File: src/rtl/tbl_xlate_pkg.sv
package tbl_xlate_pkg;
  localparam int PAGE_SH = 12;
  localparam int TBL_SH  = 20;
  localparam int IDX_W   = TBL_SH - PAGE_SH;
  localparam int SLOT_W  = PAGE_SH - 3;
  localparam logic [SLOT_W-1:0] SLOT_PREV = SLOT_W'(510);
  localparam logic [SLOT_W-1:0] SLOT_NEXT = SLOT_W'(511);

  typedef enum logic [1:0] {ST_IDLE, ST_FETCH, ST_RESP} walk_st_e;
endpackage

File: src/rtl/tbl_xlate_ent.sv
module tbl_xlate_ent
  import tbl_xlate_pkg::*;
#(
  parameter int AW = 40
) (
  input  logic [63:0]         ent_i,
  output logic [AW-PAGE_SH-1:0] pg_o,
  output logic                v_o
);
  // bits 11..1 are reserved and dropped here
  assign pg_o = ent_i[AW-1:PAGE_SH];
  assign v_o  = ent_i[0];
endmodule

File: src/rtl/tbl_xlate_cfg.sv
module tbl_xlate_cfg
  import tbl_xlate_pkg::*;
#(
  parameter int AW = 40
) (
  input  logic                  clk_i,
  input  logic                  rst_ni,
  input  logic                  ctrl_we_i,
  input  logic                  ctrl_en_i,
  input  logic                  ctrl_xlate_i,
  input  logic                  tbase_we_i,
  input  logic [AW-1:0]         tbase_i,
  input  logic                  ibase_we_i,
  input  logic [AW-1:0]         ibase_i,
  input  logic                  idle_i,
  output logic                  en_o,
  output logic                  xlate_o,
  output logic                  load_o,
  output logic [AW-PAGE_SH-1:0] tbase_pg_o,
  output logic [AW-TBL_SH-1:0]  ibase_hi_o
);
  logic en_q, xlate_q;
  logic [AW-PAGE_SH-1:0] tbase_q;
  logic [AW-TBL_SH-1:0]  ibase_q;

  // enabling only from a fully drained, disabled state
  assign load_o = ctrl_we_i && ctrl_en_i && !en_q && idle_i;

  always_ff @(posedge clk_i or negedge rst_ni) begin
    if (!rst_ni) begin
      en_q    <= 1'b0;
      xlate_q <= 1'b0;
      tbase_q <= '0;
      ibase_q <= '0;
    end else begin
      if (load_o) begin
        en_q    <= 1'b1;
        xlate_q <= ctrl_xlate_i;
      end else if (ctrl_we_i && !ctrl_en_i) begin
        en_q <= 1'b0;
      end
      if (tbase_we_i && !en_q) tbase_q <= tbase_i[AW-1:PAGE_SH];
      if (ibase_we_i && !en_q) ibase_q <= ibase_i[AW-1:TBL_SH];
    end
  end

  assign en_o       = en_q;
  assign xlate_o    = xlate_q;
  assign tbase_pg_o = tbase_q;
  assign ibase_hi_o = ibase_q;
endmodule

File: src/rtl/tbl_xlate_walk.sv
module tbl_xlate_walk
  import tbl_xlate_pkg::*;
#(
  parameter int AW = 40
) (
  input  logic                  clk_i,
  input  logic                  rst_ni,
  input  logic                  en_i,
  input  logic                  xlate_i,
  input  logic                  load_i,
  input  logic [AW-PAGE_SH-1:0] load_pg_i,
  input  logic [AW-TBL_SH-1:0]  ibase_hi_i,
  input  logic                  in_valid_i,
  output logic                  in_ready_o,
  input  logic [AW-1:0]         in_addr_i,
  output logic                  out_valid_o,
  input  logic                  out_ready_i,
  output logic [AW-1:0]         out_addr_o,
  output logic                  out_err_o,
  output logic                  mem_req_o,
  output logic [AW-1:0]         mem_addr_o,
  input  logic                  mem_rvalid_i,
  input  logic [AW-PAGE_SH-1:0] ent_pg_i,
  input  logic                  ent_v_i,
  output logic                  idle_o
);
  localparam int PW = AW - PAGE_SH;
  localparam int TW = AW - TBL_SH;

  walk_st_e           st_q;
  logic [PW-1:0]      cur_pg_q;
  logic [TW-1:0]      cur_num_q, tgt_q;
  logic [IDX_W-1:0]   idx_q;
  logic [PAGE_SH-1:0] off_q;
  logic [AW-1:0]      oaddr_q;
  logic               oerr_q;
  logic               go_fwd, go_back;
  logic [SLOT_W-1:0]  slot;

  assign go_fwd  = tgt_q > cur_num_q;
  assign go_back = tgt_q < cur_num_q;
  assign slot    = go_fwd ? SLOT_NEXT : go_back ? SLOT_PREV : {1'b0, idx_q};

  assign in_ready_o  = en_i && (st_q == ST_IDLE);
  assign out_valid_o = (st_q == ST_RESP);
  assign mem_req_o   = (st_q == ST_FETCH);
  assign idle_o      = (st_q == ST_IDLE);
  assign mem_addr_o  = {cur_pg_q, slot, 3'b000};
  assign out_addr_o  = oaddr_q;
  assign out_err_o   = oerr_q;

  always_ff @(posedge clk_i or negedge rst_ni) begin
    if (!rst_ni) begin
      st_q      <= ST_IDLE;
      cur_pg_q  <= '0;
      cur_num_q <= '0;
      tgt_q     <= '0;
      idx_q     <= '0;
      off_q     <= '0;
      oaddr_q   <= '0;
      oerr_q    <= 1'b0;
    end else begin
      if (load_i) begin
        cur_pg_q  <= load_pg_i;
        cur_num_q <= '0;
      end
      unique case (st_q)
        ST_IDLE: if (in_valid_i && in_ready_o) begin
          tgt_q <= in_addr_i[AW-1:TBL_SH] - ibase_hi_i;
          idx_q <= in_addr_i[TBL_SH-1:PAGE_SH];
          off_q <= in_addr_i[PAGE_SH-1:0];
          if (xlate_i) begin
            st_q <= ST_FETCH;
          end else begin
            oaddr_q <= in_addr_i;
            oerr_q  <= 1'b0;
            st_q    <= ST_RESP;
          end
        end
        ST_FETCH: if (mem_rvalid_i) begin
          if (go_fwd || go_back) begin
            if (ent_v_i) begin
              cur_pg_q  <= ent_pg_i;
              cur_num_q <= go_fwd ? cur_num_q + TW'(1) : cur_num_q - TW'(1);
            end else begin
              oaddr_q <= '0;
              oerr_q  <= 1'b1;
              st_q    <= ST_RESP;
            end
          end else begin
            oaddr_q <= ent_v_i ? {ent_pg_i, off_q} : '0;
            oerr_q  <= !ent_v_i;
            st_q    <= ST_RESP;
          end
        end
        ST_RESP: if (out_ready_i) st_q <= ST_IDLE;
        default: st_q <= ST_IDLE;
      endcase
    end
  end
endmodule

File: src/rtl/tbl_xlate.sv
module tbl_xlate
  import tbl_xlate_pkg::*;
#(
  parameter int AW = 40
) (
  input  logic          clk_i,
  input  logic          rst_ni,
  input  logic          ctrl_we_i,
  input  logic          ctrl_en_i,
  input  logic          ctrl_xlate_i,
  input  logic          tbase_we_i,
  input  logic [AW-1:0] tbase_i,
  input  logic          ibase_we_i,
  input  logic [AW-1:0] ibase_i,
  output logic          enabled_o,
  output logic          ready_o,
  input  logic          in_valid_i,
  output logic          in_ready_o,
  input  logic [AW-1:0] in_addr_i,
  output logic          out_valid_o,
  input  logic          out_ready_i,
  output logic [AW-1:0] out_addr_o,
  output logic          out_err_o,
  output logic          mem_req_o,
  output logic [AW-1:0] mem_addr_o,
  input  logic          mem_rvalid_i,
  input  logic [63:0]   mem_rdata_i
);
  logic                  en_w, xlate_w, load_w, idle_w, ent_v_w;
  logic [AW-PAGE_SH-1:0] tbase_pg_w, ent_pg_w;
  logic [AW-TBL_SH-1:0]  ibase_hi_w;

  tbl_xlate_cfg #(.AW(AW)) u_cfg (
    .clk_i, .rst_ni, .ctrl_we_i, .ctrl_en_i, .ctrl_xlate_i,
    .tbase_we_i, .tbase_i, .ibase_we_i, .ibase_i,
    .idle_i(idle_w), .en_o(en_w), .xlate_o(xlate_w), .load_o(load_w),
    .tbase_pg_o(tbase_pg_w), .ibase_hi_o(ibase_hi_w)
  );

  tbl_xlate_ent #(.AW(AW)) u_ent (
    .ent_i(mem_rdata_i), .pg_o(ent_pg_w), .v_o(ent_v_w)
  );

  tbl_xlate_walk #(.AW(AW)) u_walk (
    .clk_i, .rst_ni, .en_i(en_w), .xlate_i(xlate_w), .load_i(load_w),
    .load_pg_i(tbase_pg_w), .ibase_hi_i(ibase_hi_w),
    .in_valid_i, .in_ready_o, .in_addr_i,
    .out_valid_o, .out_ready_i, .out_addr_o, .out_err_o,
    .mem_req_o, .mem_addr_o, .mem_rvalid_i,
    .ent_pg_i(ent_pg_w), .ent_v_i(ent_v_w), .idle_o(idle_w)
  );

  assign enabled_o = en_w;
  assign ready_o   = idle_w;
endmodule

File: config.mk
export PLATFORM = sky130hd
export DESIGN_NAME = tbl_xlate
export DESIGN_NICKNAME = d
export VERILOG_FILES = /design/src/rtl/tbl_xlate_pkg.sv /design/src/rtl/tbl_xlate_ent.sv /design/src/rtl/tbl_xlate_cfg.sv /design/src/rtl/tbl_xlate_walk.sv /design/src/rtl/tbl_xlate.sv
export SDC_FILE = /design/constraint.sdc
export NUM_CORES = 1
export LEC_CHECK = 0
export BUFFER_PORTS_ARGS = -buffer_cell sky130_fd_sc_hd__buf_4
export CAP_MARGIN = 10
export CORE_MARGIN = 4
export CORE_UTILIZATION = 48
export DETAILED_ROUTE_END_ITERATION = 16
export PLACE_DENSITY = 0.85
export RECOVER_POWER = 25
export SKIP_CTS_REPAIR_TIMING = 1
export SLEW_MARGIN = 20
export SYNTH_ARGS = -nofsm -noshare
export SYNTH_HDL_FRONTEND = slang
export SYNTH_SLANG_ARGS = --single-unit
export TNS_END_PERCENT = 20
File: constraint.sdc
create_clock -name clk_i -period 4.3 [get_ports clk_i]
set_input_delay 0.86 -clock clk_i [delete_from_list [all_inputs] [get_ports clk_i]]
set_output_delay 0.86 -clock clk_i [all_outputs]
set_load 0.005 [all_outputs]
== Word level (Yosys, flattened, before mapping) ==
Index checks and enable logic that the tools add are counted.

* Logic and storage cells: 77
* Register bits after elaboration: 181

* $add $sub $neg: 3
* Multiplexer cells: 35
* Equality and inequality tests: 7
* Reduce and logical (&&, ||, !) cells: 18
* $lt $le $gt $ge: 2

{| class="wikitable"
|+ Operators with widths
! cell !! count
|-
| 2-to-1 mux 40 bit || 6
|-
| 2-to-1 mux 28 bit || 5
|-
| 2-to-1 mux 20 bit || 6
|-
| case mux 40 bit (2 select lines) || 1
|-
| adder 20 x 1 -> 20 bit, second input constant || 1
|-
| greater-than comparator 20 bit || 1
|-
| < comparator 20 bit || 1
|-
| subtractor 20 x 1 -> 20 bit, second input constant || 1
|-
| subtractor 20 bit || 1
|-
| 2-to-1 mux 9 bit || 2
|-
| 2-to-1 mux 2 bit || 6
|-
| logical AND 1 bit || 8
|-
| 2-to-1 mux 1 bit || 7
|-
| inequality test 2 x 1 -> 1 bit, second input constant || 3
|-
| case mux 2 bit (3 select lines) || 1
|-
| AND reduction 5 bit || 1
|-
| AND reduction 4 bit || 1
|-
| nonzero test 2 bit || 2
|-
| zero test 1 bit || 3
|-
| inequality test 3 bit, second input constant || 1
|-
| equality test 2 x 1 -> 1 bit, second input constant || 1
|-
| equality test 2 bit, second input constant || 1
|-
| zero test 2 bit || 1
|-
| inequality test 2 bit, second input constant || 1
|-
| 3 further kinds || 3
|}

== Depth between registers and ports, before layout ==
Gate-level depths: netlist of the first run.

* Depth after elaboration: 8
* Mapped depth: 15
* Gate-level depth less buffers: 15

== Hierarchy ==
From an unflattened synthesis of the first run, not the netlist that was laid out.

* Cell total of the unflattened synthesis: 987
* Area, all modules: 10126.0 um^2

{| class="wikitable"
|+ Modules (own cells, without submodules)
! module !! cells an instance !! area an instance (um^2) !! times used !! seq. area each (um^2)
|-
| tbl_xlate_walk || 848 || 7950.1 || 1 || 3278.1
|-
| tbl_xlate_cfg || 110 || 1958.1 || 1 || 1251.2
|-
| tbl_xlate_ent || 29 || 217.7 || 1 || 0.0
|}

== Worst setup path before layout of the first run ==
OpenSTA, ideal clock, no wires.

* Kind: register to register
* Start point: register u_walk.cur_num_q[19]
* End point: register u_walk.cur_num_q[12]
* Data arrival time: 4.033 ns
* Slack: 0.140 ns
* Path buffers: 0
* Cell stages (with the launch flop): 15
* Clock period less this slack: 4.160 ns
* Data required time: 4.173 ns
* Cell sequence: dfrtp_1 -> inv_1 -> ha_1 -> nand4_2 -> or4_4 -> or3_4 -> nand2_1 -> ha_1 -> a2111oi_0 -> o21ai_0 -> a31o_2 -> a21o_1 -> a31oi_1 -> xnor2_1 -> o21ai_0

* Word-level cells in the longest chain between the ends: 6
* Elaborated cells on any way between the ends: 8

{| class="wikitable"
|+ RTL lines
! element !! RTL line !! RTL
|-
| from (decl) || tbl_xlate_walk.sv:32 || <nowiki>logic [TW-1:0] cur_num_q, tgt_q;</nowiki>
|-
| from (signal assigned) || tbl_xlate_walk.sv:84 || <nowiki>cur_num_q <= go_fwd ? cur_num_q + TW'(1) : cur_num_q - TW'(1);</nowiki>
|-
| greater-than comparator 20 bit || tbl_xlate_walk.sv:40 || <nowiki>assign go_fwd = tgt_q > cur_num_q;</nowiki>
|-
| 2-to-1 mux 20 bit || tbl_xlate_walk.sv:84 ||
|-
| 2-to-1 mux 20 bit || tbl_xlate_walk.sv:82 || <nowiki>if (ent_v_i) begin</nowiki>
|-
| 2-to-1 mux 20 bit * || tbl_xlate_walk.sv:81 || <nowiki>if (go_fwd || go_back) begin</nowiki>
|-
| 2-to-1 mux 20 bit * || tbl_xlate_walk.sv:80 || <nowiki>ST_FETCH: if (mem_rvalid_i) begin</nowiki>
|-
| 2-to-1 mux 20 bit * || tbl_xlate_walk.sv:67 || <nowiki>unique case (st_q)</nowiki>
|}

Every way passes the cells marked *; elsewhere a longest branch is shown, timed or not.
A chain may end at the register's enable or synchronous reset.

== Final worst setup path of the first run ==
* Start point: register u_walk.cur_num_q[17]
* End point: register u_walk.cur_num_q[19]

* Word-level cells in the longest chain between the ends: 6
* Elaborated cells on any way between the ends: 10

{| class="wikitable"
|+ RTL lines
! element !! RTL line
|-
| subtractor 20 x 1 -> 20 bit, or another cell as far along || tbl_xlate_walk.sv:84
|-
| 2-to-1 mux 20 bit || tbl_xlate_walk.sv:84
|-
| 2-to-1 mux 20 bit || tbl_xlate_walk.sv:82
|-
| 2-to-1 mux 20 bit * || tbl_xlate_walk.sv:81
|-
| 2-to-1 mux 20 bit * || tbl_xlate_walk.sv:80
|-
| 2-to-1 mux 20 bit * || tbl_xlate_walk.sv:67
|}

Marks and branches as above.

==> results.tsv, run 1 <==
metric	value	unit
outcome	finished, violations left	
failing checks	max-capacitance violations, max-slew violations	
H-tree lvl count	4	
Yosys top cell area share	45.66	%
routed len/inst	18.84	um
HP Class	reg2reg	
ys flop type	dfrtp_1	
placed insts	1389	
Worst Max-Slew Pin Slew	1.984	ns
Clock Sinks	181	
unrepaired setup endpoints after global routing	no	
Cell Area, Placed	11830	um2
Worst-Skew Late Latency	0.43	ns
relative slew slack	-32.25	%
Req. time, crit path	4.66	ns
Routed Antenna Nets	0	
top cells by count, synth	181 x dfrtp_1, 93 x o21ai_0, 88 x nand2_1, 81 x mux2_2, 57 x ha_1	
final core occ	61.37	%
area grow syn2layout	25.56	%
EDFF count, synth	0	
largest net degree at the start of global routing	80	
Clock transition at path regs	0.07	ns
total negative slack	0	ns
sequential fraction of design power	30.7	%
io pins	280	
CTS max path bufs	2	
Overall Global Routing Usage	23.34	%
Core Area	20300	um2
Crit. End Element	flip-flop	
Synth async-reset ratio	100.0	%
switching share of total power	39.45	%
DRT Pass-1 Iters	5	
Placer Congestion	0.8757	
Mapped Cells	933	
DRC	0	
design area	12460	um2
# nets final	1393	
worst path arrival time	4.52	ns
CTS Root Cell	clkbuf_16	
HPWL after DPL	19220	um
Post-Syn Area per Cell	10.63	um2
Pins Over Slew Limit	152	
Comb pwr share	53.2	%
Port Buffers	209	
Cell Count, Final, Fillers Out	1423	
Final Setup Violations	0	
Clock power frac	16.0	%
top cell type by total area after synthesis	dfrtp_1	
Die Span X	151.8	um
min cycle time layout	4.156	ns
clk_skew	0.01377	ns
final hold vios	0	
Rows	52	
Synth Cell Area	9921	um2
routed wire length	26820	um
GRT overflow	0	
vias	8081	
vias in the first global route	8432	
Initial Utilization	48.87	%
CTS tree	built	
Die Area	23030	um2
sequential share of the synthesized area	45.66	%
Pleak	0.005959	uW
final period utilization	96.65	%
Worst Path Max Fanout	7	
net switching power	3860	uW
top cells by area, synth	dfrtp_1 46%, mux2_2 9.2%, ha_1 7.2%	
Crit Path Class	reg2reg	
number of synthesized register bits	181	
layout cells sized above 1	32.61	%
first-pass GRT wire length	42660	um
vias per cell	5.679	
Die H	151.8	um
initial drt markers	551	
Cell Int Power	5924	uW
Max Clk Rate	240.6	MHz
PD cells	785.4	nW/um2
maximum VDD drop	0.3648	mV
Ys Warns	0	
CP Launch Type	flip-flop	
diode count	0	
Max-cap violations	2	
TritonCTS Buffers	17	
number of antenna violations at the first check in global routing	0	
most frequent cell after synthesis	dfrtp_1	
number of distinct library cells after synthesis	67	
-- metal layers --
layer  wire length (um)  GRT usage (%)
met5                  0              0
met3               1564          5.741
met2              13460          39.40
met4               1012          9.479
met1              10780          28.78
-- power groups by stage --
| stage | Clock [uW] | Sequential (uW) | Combinational [uW] |
|---|---|---|---|
| 3_5_place_dp | 0 | 3010 | 4970 |
| 4_1_cts | 1590 | 3000 | 5030 |
| 5_1_grt | 1660 | 3100 | 5790 |
| 3_3_place_gp | 0 | 2960 | 4780 |
| 2_1_floorplan | 0 | 2910 | 3350 |
| 6_report | 1570 | 3010 | 5210 |
-- cell usage in the layout, fill, tap and decap left out, types with 14 or more instances in the layout --
master	n
a21oi_1	29
dfrtp_1	181
mux2i_1	29
nor2_1	18
nand3_1	26
inv_1	55
a21o_1	16
mux2_2	81
nand2b_1	14
a22o_1	41
o21ai_0	92
nand2_1	86
clkbuf_16	17
xor2_1	15
buf_4	226
ha_1	55
-- final cells by class --
cell class	instances	area, um2
clock buffers	18	429.2
well taps	270	337.8
clock inverters	14	161.4
repair buffers	233	1769
multi-input cells	652	5024
flip-flops and latches	181	4529
fillers	1594	7843
inverters	55	206.4
-- flip-flops by register name (all words and copies together), names as in the netlist --
signal and cells:
u_walk.out_addr_o 40, u_cfg.tbase_pg_o 28, u_walk.cur_pg_q 28, u_cfg.ibase_hi_o 20, u_walk.cur_num_q 20, u_walk.tgt_q 20
u_walk.off_q 12, u_walk.idx_q 8, u_walk.st_q 2, u_cfg.en_o 1, u_cfg.xlate_o 1, u_walk.out_err_o 1
-- stage by stage --
step | hold slack, ns | power, uW | setup slack [ns]
6_report | 0.4904 | 9784 | 0.1441
5_1_grt | 0.5157 | 10540 | 0.001716
4_1_cts | 0.4843 | 9623 | 0.009599
3_5_place_dp | 0.4795 | 7981 | 0.03743
3_3_place_gp | 0.4661 | 7741 | 0.1109
2_1_floorplan | 0.4498 | 6263 | 0.1397
-- logic make-up (layout without fill, tap and decap cells) --
family,after synthesis,in the layout,synth area share [%]
fa+ha+maj,59,59,7.592
buf+inv,102,320,4.389
flops,181,181,45.66
other cells,1,3,0.03780
xor+xnor,25,25,2.207
simple gates,198,198,9.774
compound gates,247,247,16.71
mux,120,120,13.63
-- final timing paths --
kind,end,cells after the start,from,slack (ns)
min in group asynchronous,u_walk.out_addr_o[0],1,rst_ni,0.94
max in group asynchronous,u_walk.cur_pg_q[26],2,rst_ni,0.72
setup reg to reg,u_walk.cur_num_q[19],16,u_walk.cur_num_q[17],0.14
hold / removal,u_walk.tgt_q[4],1,u_walk.tgt_q[4],0.49
hold reg to reg,u_walk.tgt_q[4],1,u_walk.tgt_q[4],0.49
setup / recovery,u_walk.cur_num_q[19],16,u_walk.cur_num_q[17],0.14
-- worst max-delay path, cell delays in order (launching register included) --
cell      delay, ns
dfrtp_1        0.40
inv_1          0.10
ha_1           0.35
nand4_4        0.13
or4_4          0.55
or3_4          0.44
nand2_2        0.11
buf_4          0.17
ha_2           0.31
and3_1         0.17
a221o_1        0.35
o211ai_1       0.27
buf_4          0.16
a21o_1         0.13
o211ai_1       0.11
a211o_1        0.27
nand3_1        0.06
Note: power is estimated with default switching activity, not from simulation.
==> run 2, diff against run 1 <==
--- a/config.mk
+++ b/config.mk
@@ -8,9 +8,9 @@
 export BUFFER_PORTS_ARGS = -buffer_cell sky130_fd_sc_hd__buf_4
 export CAP_MARGIN = 10
 export CORE_MARGIN = 4
-export CORE_UTILIZATION = 48
+export CORE_UTILIZATION = 53
 export DETAILED_ROUTE_END_ITERATION = 16
-export PLACE_DENSITY = 0.85
+export PLACE_DENSITY = 0.89
 export RECOVER_POWER = 25
 export SKIP_CTS_REPAIR_TIMING = 1
 export SLEW_MARGIN = 20
==> constraint.sdc (replaced) <==
create_clock -name clk_i -period 4 [get_ports clk_i]
set_input_delay 0.8 -clock clk_i [delete_from_list [all_inputs] [get_ports clk_i]]
set_output_delay 0.8 -clock clk_i [all_outputs]
set_load 0.005 [all_outputs]
==> run 2 against run 1 <==
Effect of this change: the run ends with max-capacitance violations, max-slew violations, negative setup slack left; worst setup slack lost 0.29 ns; global-route usage is 3.4 points higher; worst hold slack about the same; register-to-register slack got worse by 0.29 ns; non-clock buffer count up 41; combinational power up 29%; critical path depth unchanged; via count up 7.8%; routed wire length rose by 14%; first-iteration DRC count is 25% higher; clock skew down 0.00092 ns; maximum frequency is 0.13% higher; largest cell class unchanged.
==> results.tsv, run 2 (synthesis gave the netlist of run 1 again) <==
metric	value	unit	change
met2 Track Usage GR	44.22	%	+4.8 points
TritonCTS Buffers	17		unchanged
commonest non-fill, non-tap cell in the layout	buf_4		
CTS tree	built		
Req. time, crit path	4.37	ns	-0.29 ns
Initial Utilization	54.48	%	+5.6 points
Die H	144.8	um	-4.6%
Die Span X	144.8	um	-4.6%
min cycle time layout	4.151	ns	-0.005201 ns
Crit. End Element	flip-flop		
unrepaired setup endpoints after global routing	yes		
placed insts	1386		-0.22%
Pleak	0.006201	uW	+4.1%
Placer Congestion	0.9429		+7.7%
Max Clk Rate	240.9	MHz	+0.13%
vias in the first global route	8692		+3.1%
fillers	1079		-32%
Die Area	20970	um2	-8.9%
Worst Path Max Fanout	4		-3
vias per cell	6.121		+7.8%
H-tree lvl count	4		unchanged
Clock transition at path regs	0.08	ns	about the same
diode count	0		unchanged
GRT overflow	0		unchanged
total negative slack	-0.4123	ns	-0.4123 ns
Core Area	18210	um2	-10%
largest net degree at the start of global routing	97		+21%
DRT Pass-1 Iters	5		unchanged
number of antenna violations at the first check in global routing	0		unchanged
Worst Max-Slew Pin Slew	2.547	ns	+0.5633 ns
Max-cap violations	2		unchanged
final period utilization	103.8	%	+7.1 points
Overall Global Routing Usage	26.77	%	+3.4 points
clk_skew	0.01284	ns	-0.0009230 ns
# nets final	1434		+2.9%
final hold vios	0		unchanged
failing checks	max-capacitance violations, max-slew violations, negative setup slack		
HPWL after DPL	19880	um	+3.4%
routed wire length	30620	um	+14%
worst path arrival time	4.53	ns	about the same
PD cells	907.8	nW/um2	+16%
Port Buffers	209		unchanged
grt met1 use	33.80	%	+5.0 points
sequential cell area	4529	um2	unchanged
vias	8710		+7.8%
Final Setup Violations	5		+5
final core occ	71.24	%	+9.9 points
outcome	finished, violations left		
DRC	0		unchanged
Crit Path Class	reg2reg		
Routed Antenna Nets	0		unchanged
initial drt markers	687		+25%
Rows	49		-5.8%
CTS max path bufs	2		unchanged
CTS Root Cell	clkbuf_16		
routed len/inst	21.52	um	+14%
Final Worst Setup Slack	-0.1507	ns	-0.2948 ns
maximum VDD drop	0.5082	mV	+39%
area grow syn2layout	30.76	%	
io pins	280		unchanged
Worst-Skew Late Latency	0.44	ns	about the same
Reg2Reg Setup Slack	-0.15	ns	-0.29 ns
relative slew slack	-69.80	%	-38 points
Cell Count, Final, Fillers Out	1423		unchanged
most used routing layer in global routing	met2		
max reg flops	40		unchanged
CP Launch Type	flip-flop		
layout cells sized above 1	36.93	%	+4.3 points
Pins Over Slew Limit	96		-37%
Clock Sinks	181		unchanged
footprint of the multi-input gates	5220	um2	+3.9%
commonest non-fill, non-tap cells in the layout	266 x buf_4, 181 x dfrtp_1, 92 x o21ai_0		
GR Util met3	6.310	%	+0.57 points
HP Class	reg2reg		
first-pass GRT wire length	44040	um	+3.2%
worst hold-check slack	0.4907	ns	+0.0002920 ns
==> run 2: routing by layer <==
metal,part of all wire (%),wire length (um),up-vias
met5,0,0,-
met2,50,15410,442
met4,5.1,1554,0
met3,7.0,2144,132
li1,-,-,3843
met1,38,11510,4293
==> run 2: final cells by class <==
class	count	area share (%)
Multi-Input combinational cell	652	40.24
Tap cell	229	2.209
Timing Repair Buffer	274	16.21
Clock inverter	15	1.553
Sequential cell	181	34.92
Inverter	55	1.591
Clock buffer	17	3.279
==> run 2: critical path: stages (launching register included) <==
cell      delay, ns
dfrtp_1        0.36
inv_1          0.10
ha_4           0.29
nand4_1        0.19
or4_4          0.60
or3_4          0.38
nand2_4        0.12
buf_6          0.13
ha_4           0.20
a21o_1         0.20
a221o_1        0.37
o211ai_1       0.32
buf_4          0.18
a21o_1         0.12
o211ai_1       0.11
a211o_1        0.34
nand3_2        0.07
==> run 2: final timing paths <==
path / from / endpoint / cells after the start
setup / recovery: u_walk.cur_num_q[15] / u_walk.cur_num_q[19] / 16
hold / removal: u_walk.tgt_q[8] / u_walk.tgt_q[8] / 2
setup reg to reg: u_walk.cur_num_q[15] / u_walk.cur_num_q[19] / 16
hold reg to reg: u_walk.tgt_q[8] / u_walk.tgt_q[8] / 2
max in group asynchronous: rst_ni / u_walk.cur_num_q[6] / 2
min in group asynchronous: rst_ni / u_walk.out_addr_o[6] / 1
==> run 2: report_power, final <==
part,internal (uW),switching (uW)
Clock,913,850
Sequential,2700,572
Combinational,3420,3330
Total,7030,4750
==> run 2: through the flow <==
step	power (uW)	setup slack, ns	cell area (um2)
2_1_floorplan	6739	0.01548	9931
3_3_place_gp	8713	-0.03658	12060
3_5_place_dp	9016	-0.1011	12060
4_1_cts	10900	-0.1638	12690
5_1_grt	12500	-0.1814	12970
6_report	11780	-0.1507	12970
==> run 3, diff against run 2 <==
--- a/config.mk
+++ b/config.mk
@@ -9,10 +9,10 @@
 export CAP_MARGIN = 10
 export CORE_MARGIN = 4
 export CORE_UTILIZATION = 53
+export CTS_CLUSTER_SIZE = 40
 export DETAILED_ROUTE_END_ITERATION = 16
 export PLACE_DENSITY = 0.89
 export RECOVER_POWER = 25
-export SKIP_CTS_REPAIR_TIMING = 1
 export SLEW_MARGIN = 20
 export SYNTH_ARGS = -nofsm -noshare
 export SYNTH_HDL_FRONTEND = slang
==> run 3 against run 2 <==
Effect of this change: the flow still finishes with violations (max-capacitance violations, max-slew violations, negative setup slack); non-clock buffer count up 3; sequential share of layout area down 0.14 points; worst setup slack better by 0.082 ns; register-to-register slack better by 0.08 ns; routed wire length up 0.99%; core utilization up 0.31 points; design area up 0.43%; worst hold slack about the same; critical endpoint unchanged; largest power group unchanged; highest routed layer unchanged.
==> results.tsv, run 3 (synthesis gave the netlist of run 1 again) <==
metric	value	unit	change
DRT Pass-1 Iters	7		+2
TritonCTS Buffers	17		unchanged
Reg2Reg Setup Slack	-0.07	ns	+0.08 ns
final core occ	71.55	%	+0.31 points
Port Buffers	209		unchanged
Placer Congestion	0.9429		unchanged
Crit Path Class	reg2reg		
reg2reg start	u_walk.cur_num_q[15]		
GRT overflow	0		unchanged
Pleak	0.006214	uW	+0.20%
final hold vios	0		unchanged
min cycle time layout	4.069	ns	-0.08199 ns
area grow syn2layout	31.33	%	
io pins	280		unchanged
Req. time, crit path	4.38	ns	about the same
first-pass GRT wire length	44920	um	+2.0%
H-tree lvl count	4		unchanged
Routed Antenna Nets	0		unchanged
Final Worst Setup Slack	-0.06866	ns	+0.08199 ns
Worst Max-Slew Pin Slew	2.515	ns	-0.03179 ns
Critical path origin	u_walk.cur_num_q[15]		
number of antenna violations at the first check in global routing	0		unchanged
unrepaired setup endpoints after global routing	yes		
largest net degree at the start of global routing	97		unchanged
Max-cap violations	1		-1
Die Span X	144.8	um	unchanged
Clock transition at path regs	0.08	ns	about the same
Critical Path End	u_walk.cur_num_q[19]		
total negative slack	-0.2538	ns	+0.1585 ns
CTS max path bufs	2		unchanged
R2R Path End	u_walk.cur_num_q[19]		
Overall Global Routing Usage	27.30	%	+0.53 points
DRC	0		unchanged
diode count	0		unchanged
Rows	49		unchanged
Worst-Skew Late Latency	0.44	ns	about the same
HPWL after DPL	19880	um	unchanged
PD cells	914.0	nW/um2	+0.68%
Pins Over Slew Limit	96		unchanged
Total Power	11910	uW	+1.1%
layout cells sized above 1	37.43	%	+0.49 points
outcome	finished, violations left		
Initial Utilization	54.48	%	unchanged
maximum VDD drop	0.5238	mV	+3.1%
Worst Path Max Fanout	6		+2
Cell Area, Placed	12060	um2	unchanged
Core Area	18210	um2	unchanged
# nets final	1437		+0.21%
R2R depth	16		unchanged
fillers	1078		-0.093%
Final Setup Violations	7		+2
clk_skew	0.01599	ns	+0.003146 ns
vias per cell	6.162		+0.67%
routed wire length	30930	um	+0.99%
CTS tree	built		
relative slew slack	-67.69	%	+2.1 points
vias in the first global route	8742		+0.58%
worst path arrival time	4.44	ns	-0.09 ns
routed len/inst	21.69	um	+0.78%
Clock Sinks	181		unchanged
CP max stage delay	0.60	ns	about the same
design area	13030	um2	+0.43%
vias	8787		+0.88%
Max Clk Rate	245.8	MHz	+2.0%
Die Area	20970	um2	unchanged
final period utilization	101.7	%	-2.0 points
commonest non-fill, non-tap cell in the layout	buf_4		
Critical Path, Cell by Cell	inv_1 > ha_4 > nand4_1 > or4_4 > or3_4 > nand2_4 > buf_8 > ha_4 > and3_4 > a221o_1 > o211ai_1 > buf_4 > a21o_1 > o211ai_1 > a211o_1 > nand3_2		
Crit. End Element	flip-flop		
max reg flops	40		unchanged
CP Launch Type	flip-flop		
initial drt markers	792		+15%
Die H	144.8	um	unchanged
CTS Root Cell	clkbuf_16		
commonest non-fill, non-tap cells in the layout	269 x buf_4, 180 x dfrtp_1, 91 x o21ai_0		
HP Class	reg2reg		
failing checks	max-capacitance violations, max-slew violations, negative setup slack		
Max stage delay cell, worst path	or4_4		
run 3: critical path: cells and delay by family, from the launching register on:
family,cells,cell delay [ns]
AOI/OAI and AO/OA,5,1.13
buffers and inverters,3,0.42
DFF,1,0.36
and+or+nand+nor,6,1.57
adders and majority gates,2,0.51
run 3: cell type report:
type                       count  area, um2  share of cell area [%]
clock buffer                  17      425.4                   3.265
clock inverter                15      201.4                   1.546
inverter                      55      206.4                   1.585
multi-input combinational    652       5253                   40.32
sequential                   181       4531                   34.77
tap                          229      286.5                   2.199
timing repair buffer         277       2126                   16.32
run 3: through the flow:
stage	hold WS, ns	worst slack [ns]	std cells
after floorplan	0.4498	0.01548	935
after global placement	0.4652	-0.03658	1386
after detailed placement	0.4765	-0.1011	1386
after CTS	0.4938	0.001874	1421
after global routing	0.5154	-0.1596	1426
final	0.4907	-0.06866	1426
run 3: timing repair:
action / 4_1_cts / 5_1_grt
setup buffers: 3 / 5
gates resized for setup: 10 / 38
pin swaps: 6 / 18
endpoints found under the setup margin: 8 / 18
hold buffers: 0 / 0
run 3: report_power, final:
group	internal [uW]	switching (uW)	leakage, uW
Clock	912	843	0.000302
Combinational	3490	3390	0.00370
Sequential	2700	573	0.00221
Total	7110	4800	0.00621
run 3: per-layer routing:
layer	up-vias	GRT usage (%)	share of wire (%)
met4	0	11.59	5.0
met3	123	6.211	7.2
met2	468	45.07	50
met1	4337	34.68	37
li1	3859	-	-
met5	-	0	0
run 3: worst min-delay path by stage:
| stage | startpoint | end | cells after the start |
|---|---|---|---|
| final | u_walk.tgt_q[8] | u_walk.tgt_q[8] | 2 |
| after CTS | u_walk.tgt_q[8] | u_walk.tgt_q[8] | 2 |
| after global placement | u_walk.tgt_q[0] | u_walk.tgt_q[0] | 2 |
| after floorplan | u_walk.tgt_q[9] | u_walk.tgt_q[9] | 2 |
| after global routing | u_cfg.tbase_pg_o[25] | u_cfg.tbase_pg_o[25] | 1 |
| after detailed placement | u_walk.tgt_q[1] | u_walk.tgt_q[1] | 2 |
